--- src/rtl/stby_pkg.sv ---
package stby_pkg;

    localparam int MODE_W = 3;
    localparam int REQ_W  = 2;
    localparam int REQ_SLEEP_BIT = 0;
    localparam int REQ_STOP_BIT  = 1;

    typedef enum logic [MODE_W-1:0] {
        M_RESET = 3'd0,
        M_WAIT  = 3'd1,
        M_RUN   = 3'd2,
        M_SLEEP = 3'd3,
        M_STOP  = 3'd4
    } mode_e;

    typedef struct packed {
        logic osc_en;
        logic per_en;
        logic cpu_en;
        logic cpu_rst;
        logic tb_clr;
    } ctl_t;

    function automatic ctl_t mode_ctl(mode_e m, logic cold);
        ctl_t c;
        c = '0;
        unique case (m)
            M_RESET: begin c.osc_en = 1'b1; c.cpu_rst = 1'b1; c.tb_clr = 1'b1; end
            M_WAIT:  begin c.osc_en = 1'b1; c.cpu_rst = cold; end
            M_RUN:   begin c.osc_en = 1'b1; c.per_en = 1'b1; c.cpu_en = 1'b1; end
            M_SLEEP: begin c.osc_en = 1'b1; c.per_en = 1'b1; end
            M_STOP:  begin c.tb_clr = 1'b1; end
            default: begin c.osc_en = 1'b1; c.cpu_rst = 1'b1; c.tb_clr = 1'b1; end
        endcase
        return c;
    endfunction

endpackage

--- src/rtl/stby_req_latch.sv ---
module stby_req_latch
    import stby_pkg::*;
(
    input  logic             clk,
    input  logic             rst,
    input  logic             wr,
    input  logic [REQ_W-1:0] wdata,
    input  mode_e            mode_q,
    input  mode_e            mode_nxt,
    output logic             sleep_pend,
    output logic             stop_pend
);
    logic accept;
    logic drop;

    // writes count only while the core runs; leaving run clears both bits
    assign accept = wr && (mode_q == M_RUN);
    assign drop   = (mode_nxt != M_RUN);

    always_ff @(posedge clk) begin
        if (rst || drop) begin
            sleep_pend <= 1'b0;
            stop_pend  <= 1'b0;
        end else if (accept) begin
            sleep_pend <= sleep_pend | wdata[REQ_SLEEP_BIT];
            stop_pend  <= stop_pend  | wdata[REQ_STOP_BIT];
        end
    end
endmodule

--- src/rtl/stby_fsm.sv ---
module stby_fsm
    import stby_pkg::*;
(
    input  logic  clk,
    input  logic  rst,
    input  logic  ext_rst,
    input  logic  sw_rst,
    input  logic  wdt_rst,
    input  logic  irq,
    input  logic  ext_irq,
    input  logic  stab_tick,
    input  logic  sleep_pend,
    input  logic  stop_pend,
    output mode_e mode_q,
    output mode_e mode_nxt,
    output logic  cold_q
);
    logic any_rst;
    assign any_rst = ext_rst | sw_rst | wdt_rst;

    always_comb begin
        mode_nxt = mode_q;
        unique case (mode_q)
            M_RESET: if (!any_rst) mode_nxt = M_WAIT;
            M_WAIT: begin
                if (ext_rst)        mode_nxt = M_RESET;
                else if (stab_tick) mode_nxt = M_RUN;
            end
            M_RUN: begin
                if (any_rst)         mode_nxt = M_RESET;
                else if (stop_pend)  mode_nxt = M_STOP;
                else if (sleep_pend) mode_nxt = M_SLEEP;
            end
            M_SLEEP: begin
                if (ext_rst)            mode_nxt = M_RESET;
                else if (irq | ext_irq) mode_nxt = M_RUN;
            end
            M_STOP: begin
                if (ext_rst)      mode_nxt = M_RESET;
                else if (ext_irq) mode_nxt = M_WAIT;
            end
            default: mode_nxt = M_RESET;
        endcase
    end

    always_ff @(posedge clk) begin
        if (rst) begin
            mode_q <= M_RESET;
            cold_q <= 1'b1;
        end else begin
            mode_q <= mode_nxt;
            if (mode_nxt == M_RESET)    cold_q <= 1'b1;
            else if (mode_nxt == M_RUN) cold_q <= 1'b0;
        end
    end
endmodule

--- src/rtl/stby_out_decode.sv ---
module stby_out_decode
    import stby_pkg::*;
(
    input  mode_e              mode_q,
    input  logic               cold_q,
    output logic [MODE_W-1:0]  mode,
    output logic               cpu_clk_en,
    output logic               osc_en,
    output logic               per_clk_en,
    output logic               cpu_rst,
    output logic               tb_clr
);
    ctl_t c;
    assign c          = mode_ctl(mode_q, cold_q);
    assign mode       = mode_q;
    assign cpu_clk_en = c.cpu_en;
    assign osc_en     = c.osc_en;
    assign per_clk_en = c.per_en;
    assign cpu_rst    = c.cpu_rst;
    assign tb_clr     = c.tb_clr;
endmodule

--- src/rtl/standby_sequencer.sv ---
module standby_sequencer
    import stby_pkg::*;
(
    input  logic              clk,
    input  logic              rst,
    input  logic              ext_rst,
    input  logic              sw_rst,
    input  logic              wdt_rst,
    input  logic              stby_wr,
    input  logic [REQ_W-1:0]  stby_req,
    input  logic              irq,
    input  logic              ext_irq,
    input  logic              stab_tick,
    output logic [MODE_W-1:0] mode,
    output logic              cpu_clk_en,
    output logic              osc_en,
    output logic              per_clk_en,
    output logic              cpu_rst,
    output logic              tb_clr
);
    mode_e mode_q, mode_nxt;
    logic  cold_q, sleep_pend, stop_pend;

    stby_req_latch u_req (
        .clk(clk), .rst(rst), .wr(stby_wr), .wdata(stby_req),
        .mode_q(mode_q), .mode_nxt(mode_nxt),
        .sleep_pend(sleep_pend), .stop_pend(stop_pend)
    );

    stby_fsm u_fsm (
        .clk(clk), .rst(rst), .ext_rst(ext_rst), .sw_rst(sw_rst),
        .wdt_rst(wdt_rst), .irq(irq), .ext_irq(ext_irq),
        .stab_tick(stab_tick), .sleep_pend(sleep_pend),
        .stop_pend(stop_pend), .mode_q(mode_q), .mode_nxt(mode_nxt),
        .cold_q(cold_q)
    );

    stby_out_decode u_dec (
        .mode_q(mode_q), .cold_q(cold_q), .mode(mode),
        .cpu_clk_en(cpu_clk_en), .osc_en(osc_en), .per_clk_en(per_clk_en),
        .cpu_rst(cpu_rst), .tb_clr(tb_clr)
    );
endmodule

--- config.mk ---
export PLATFORM = sky130hd
export DESIGN_NAME = standby_sequencer
export DESIGN_NICKNAME = d
export VERILOG_FILES = /design/src/rtl/stby_pkg.sv /design/src/rtl/stby_req_latch.sv /design/src/rtl/stby_fsm.sv /design/src/rtl/stby_out_decode.sv /design/src/rtl/standby_sequencer.sv
export SDC_FILE = /design/constraint.sdc
export NUM_CORES = 1
export LEC_CHECK = 0
export CORE_AREA = 2 2 39 41
export CTS_BUF_LIST = sky130_fd_sc_hd__clkbuf_2 sky130_fd_sc_hd__clkbuf_4 sky130_fd_sc_hd__clkbuf_8
export CTS_CLUSTER_DIAMETER = 200
export DETAILED_ROUTE_END_ITERATION = 8
export DIE_AREA = 0 0 41 43
export DONT_BUFFER_PORTS = 1
export GPL_TIMING_DRIVEN = 0
export PLACE_DENSITY = 0.4
export SLEW_MARGIN = 20
export SYNTH_ARGS = -nofsm -noshare
export SYNTH_HDL_FRONTEND = slang
export SYNTH_SLANG_ARGS = --single-unit
--- constraint.sdc ---
create_clock -name clk -period 1.15 [get_ports clk]
set_input_delay 0.345 -clock clk [delete_from_list [all_inputs] [get_ports clk]]
set_output_delay 0.345 -clock clk [all_outputs]
set_load 0.01 [all_outputs]
# == Word-level counts from Yosys, hierarchy flattened ==
# Cells that the tools add are included.
# op_classes
n_eq_ne,6
n_bitwise,5
n_reduce_logical,8
muxes,16
# op_table
op,count
two-way mux 3 bit,10
one-hot mux 3 bit (5 select lines),1
== test 3 x 2 -> 1 bit (second input constant),3
logical NOT 3 bit,2
OR reduction 3 bit,2
bitwise OR 1 bit,5
two-way mux 1 bit,4
OR reduction 2 bit,2
== test 3 x 1 -> 1 bit (second input constant),1
== test 3 bit (second input constant),1
!= test 3 x 2 -> 1 bit (second input constant),1
one-hot mux 1 bit (2 select lines),1
logical AND 1 bit,1
logical OR 1 bit,1
# totals
out_inout_bits,8
register_bits,6
word_cells,39

# == Longest topological paths before layout ==
# depth
ltp_word,6
depth_mapped,6
depth_no_buf,5

# == By module ==
# Synthesis repeated with hierarchy kept, for this count alone.
# hier_totals
cells_unflattened,47
hier_area_um2,415.4
# modules_own_cells
mod,area_each_um2,seq_area_each_um2,instances,cells_per_inst
stby_fsm,256.5,80.1,1,28
stby_req_latch,81.3,40.0,1,8
stby_out_decode,77.6,0.0,1,11

# == Worst setup path after synthesis ==
# OpenSTA, ideal clock, no wires.
# synth_timing
path_type,reg2reg
start,register u_fsm.mode_q[2]
end,register u_fsm.cold_q
arrival_ns,1.227
stages_incl_launch_ff,7
slack_ns,-0.142
path_cell_list,dfxtp_1 > buf_6 > nor3_1 > a21oi_1 > o311a_1 > nand3_2 > a21boi_2
# synth_via
elab_chain_len,6
word_cells_on_any_way,19
cone_classes,eq/ne (5); mux (11); reduce/logical (3)
# synth_lines
item,line_no,text
from (decl),stby_fsm.sv:14,"output mode_e mode_q,"
from (signal assigned),stby_fsm.sv:51,mode_q <= mode_nxt;
two-way mux 3 bit,stby_fsm.sv:32,else if (sleep_pend) mode_nxt = M_SLEEP;
two-way mux 3 bit,stby_fsm.sv:31,else if (stop_pend) mode_nxt = M_STOP;
two-way mux 3 bit,stby_fsm.sv:30,if (any_rst) mode_nxt = M_RESET;
one-hot mux 3 bit (5 select lines) (*),stby_fsm.sv:23,unique case (mode_q)
logical NOT 3 bit,stby_fsm.sv:52,if (mode_nxt == M_RESET) cold_q <= 1'b1;
OR reduction 2 bit (no source line),-,
to (signal assigned),stby_fsm.sv:49,cold_q <= 1'b1;
to (signal assigned),stby_fsm.sv:52,
to (signal assigned),stby_fsm.sv:53,else if (mode_nxt == M_RUN) cold_q <= 1'b0;
to (decl),stby_fsm.sv:16,output logic cold_q
# Every way passes the cells marked *; elsewhere a longest branch is shown, timed or not.
# A chain may end at the register's enable or synchronous reset.

# == Worst setup path in the final report ==
# layout_timing
start,register u_fsm.mode_q[2]
end,output cpu_clk_en
# layout_via
elab_chain_len,2
# layout_lines
item,line_no,text
== test 3 x 2 -> 1 bit,stby_pkg.sv:27,unique case (m)
two-way mux 1 bit,stby_pkg.sv:27,
to (decl),standby_sequencer.sv:15,"output logic cpu_clk_en,"
# Every way passes these cells.

==> run_results.csv <==
group,metric,value,unit
clock_network,clk_pin_slew,0.04,ns
logic_synthesis,ys_ff_latch,6,
floorplanning,die_h,43,µm
clock_network,cts_tree,"built",
cells_and_area,syn2layout_area_growth,27.0,%
worst_setup_path,critPathLaunch,"u_fsm.mode_q[2]$_SDFF_PP0_",
worst_setup_path,reg2reg_depth,7,
detailed_routing,vias,338,
pwr,switching_power,82.3,µW
detailed_routing,wl,888,µm
sta,layout_worst_path_cycle_share,1.24,
logic_synthesis,yosysSeqAreaShare,0.340,
cells_and_area,fin_cells,65,
worst_setup_path,slowest_delay,0.33,ns
floorplanning,die-area,0.00176,mm²
clock_network,clockBufferDepth,2,
pwr,power.density,941,mW/mm²
detailed_routing,drt_iter0_drc,6,
place,gp_congestion,0.592,
logic_synthesis,syn_inst,43,
cells_and_area,diodes,0,
worst_setup_path,crit_end,"cpu_clk_en",
floorplanning,core-area,0.00138,mm²
sta,holdWs,0.173,ns
worst_hold_path,hp-start,"rst",
sta,skew,0.00194,ns
pwr,leakagePower,0.163,nW
sta,tightestPinTransition,0.311,ns
floorplanning,initial_core_util,0.255,
worst_setup_path,crit_family,"simple AND/OR/NAND/NOR gates",
worst_setup_path,start_kind,"flop",
global_routing,overflow,0,
sta,hold_viol_final,0,
worst_setup_path,r2r_start,"u_fsm.mode_q[2]$_SDFF_PP0_",
worst_setup_path,crit_buf_inv,1,
detailed_routing,vias_per_cell,5.20,
worst_setup_path,r2r-end,"u_fsm.cold_q$_SDFFE_PP1N_",
global_routing,grt_usage,0.124,
floorplanning,rows,14,
pwr,comb_power_share,0.069,
flow_run,maxCapViolCount,0,
logic_synthesis,yosysWarningCount,0,
logic_synthesis,syn_nets,54,
sta,fin_setup_tns,-1.57,ns
worst_setup_path,cp.required,0.81,ns
global_routing,first_global_vias,357,
clock_network,clock_latency,0.23,ns
pwr,total_power,421,µW
sta,period_needed,1.42,ns
clock_network,cts_max_level,1,
pwr,internal_power,339,µW
global_routing,antenna_found_initial,0,
worst_setup_path,crit_arrival,1.08,ns
sta,max_freq,703,MHz
clock_network,cts.sinks,6,
worst_setup_path,slowest_stage,"dfxtp_2",
worst_setup_path,crit_fanout,7,
cells_and_area,drive_gt1_frac,0.367,
sta,setup_ws,-0.273,ns
worst_hold_path,min_path_type,"in2reg",
sta,report.final.slew_viol_count,0,
pwr,ir_drop,0.384,mV
cells_and_area,layout.nets,62,
place,place_hpwl,686,µm
sta,relSlewSlack,0.791,
worst_setup_path,ff2ff_setup_slack,-0.22,ns
pwr,seq_power_share,0.500,
sta,rsz0062_at_grt,"true",
run_status,violations,"negative setup slack",
worst_setup_path,cp-end-kind,"primary output",
logic_synthesis,ys_types,24,
floorplanning,io_pins,19,
place,place_inst,59,
place,port_buffers,0,
logic_synthesis,syn-cell-area,353,µm²
worst_setup_path,path_depth,3,
worst_setup_path,path_class,"reg2out",
detailed_routing,first_pass_iters,4,
clock_network,root_buffer,"clkbuf_4",
pwr,pwr-share-clk,0.431,
clock_network,cts_buffers,3,
logic_synthesis,syn_avg_cell_area,8.21,µm²
worst_setup_path,worstPathCellList,"buf_6 > nor2b_4 > and2b_2",
detailed_routing,drc_errors,0,
detailed_routing,avgRoutedWirePerCell,13.7,µm
pwr,switching_share,0.195,
global_routing,grt_pass1_wl,1.47,mm
sta,finalSetupViolations,9,
global_routing,grt_max_degree,8,
cells_and_area,final_util,0.324,
detailed_routing,ant_nets,0,
floorplanning,die_w,41,µm
run_status,status,"complete, but fails checks",
==> Yosys cell counts, drive strengths merged <==
cell | n | area share
nor2b | 1 | 0.039
o311a | 1 | 0.028
buf | 1 | 0.032
nor3 | 2 | 0.028
inv | 1 | 0.011
nor2 | 9 | 0.096
dfxtp | 6 | 0.34
or2b | 1 | 0.021
nand4 | 1 | 0.018
nor3b | 1 | 0.021
and2b | 1 | 0.025
o21a | 1 | 0.021
or2 | 1 | 0.018
o31a | 1 | 0.025
nand4b | 1 | 0.025
a21o | 1 | 0.025
a21boi | 1 | 0.032
and2 | 1 | 0.018
nand2 | 2 | 0.021
a21oi | 5 | 0.071
nand3b | 1 | 0.021
nand3 | 2 | 0.043
o211ai | 1 | 0.021
==> cells in the final DEF (no fill, tap or decap) <==
cell and n:
a21boi_2 1, a21o_2 1, a21oi_1 3, a21oi_2 2, and2_1 1, and2b_2 1, buf_1 1, buf_4 1
buf_6 2, clkbuf_4 3, dfxtp_1 3, dfxtp_2 1, dfxtp_4 2, inv_1 1, nand2_1 2, nand3_1 1
nand3_2 1, nand3b_1 1, nand4_1 1, nand4b_1 1, nor2_1 9, nor2b_4 1, nor3_1 1, nor3_4 1
nor3b_1 1, o211ai_1 1, o21a_1 1, o311a_1 1, o31a_1 1, or2_4 1, or2b_1 1
==> power by group through the flow <==
stage	registers [mW]	clock network [mW]	logic (mW)
2_1_floorplan	0.217	0	0.0214
5_1_grt	0.211	0.209	0.0332
3_3_place_gp	0.218	0	0.0236
3_5_place_dp	0.218	0	0.0242
6_report	0.211	0.182	0.0293
4_1_cts	0.211	0.195	0.0272
==> routing by layer <==
layer  share of wire  global-route usage
met5               0                   0
met1            0.39               0.142
met2            0.50               0.200
met4          0.0056              0.0600
met3            0.10              0.0314
==> stage by stage <==
step | setup slack [ns] | instance area [µm²]
global route | -0.332 | 448
detailed placement | -0.235 | 382
CTS | -0.287 | 434
global placement | -0.228 | 382
floorplan | -0.102 | 362
finish | -0.273 | 448
==> kinds of logic after synthesis <==
group                  share of synthesized area
buffers and inverters                     0.0425
and+or+nand+nor                            0.394
AOI/OAI and AO/OA                          0.223
DFF                                        0.340
==> layout make-up <==
class | count | area, µm²
fillers | 153 | 936
multi-input cells | 35 | 239
well taps | 16 | 20.0
flip-flops and latches | 6 | 129
plain buffers | 1 | 11.3
repair buffers | 3 | 22.5
clock buffers | 3 | 22.5
inverters | 1 | 3.75
==> sequential cells by signal, indices dropped and copies added, names as in the netlist <==
| name | count |
|---|---|
| u_fsm.cold_q | 1 |
| u_req.stop_pend | 1 |
| u_fsm.mode_q | 3 |
| u_req.sleep_pend | 1 |
==> worst min-delay path by stage <==
stage                            endpoint  slack (ns)  cells past startpoint
2_1_floorplan  u_fsm.mode_q[1]$_SDFF_PP0_        0.43                      1
3_3_place_gp   u_fsm.mode_q[1]$_SDFF_PP0_        0.44                      1
3_5_place_dp   u_fsm.mode_q[1]$_SDFF_PP0_        0.44                      1
4_1_cts        u_fsm.mode_q[1]$_SDFF_PP0_        0.16                      1
5_1_grt        u_fsm.mode_q[1]$_SDFF_PP0_        0.16                      1
6_report       u_fsm.mode_q[1]$_SDFF_PP0_        0.17                      1
==> timing repair <==
| action | in CTS | in global routing |
|---|---|---|
| setup buffers | 3 | 0 |
| endpoints found under the hold margin | 0 | 0 |
| endpoints found under the setup margin | 9 | 10 |
| resized for setup | 4 | 3 |
| pin swaps | 4 | 2 |
| hold buffers | 0 | 0 |
==> worst reg2reg max path: stages (launching register included) <==
cell      delay (ns)
dfxtp_2         0.33
buf_6           0.14
buf_6           0.11
nor3_4          0.11
a21oi_2         0.04
o311a_1         0.33
nand3_2         0.10
a21boi_2        0.14
No activity file was read; power rests on OpenSTA's default activity.
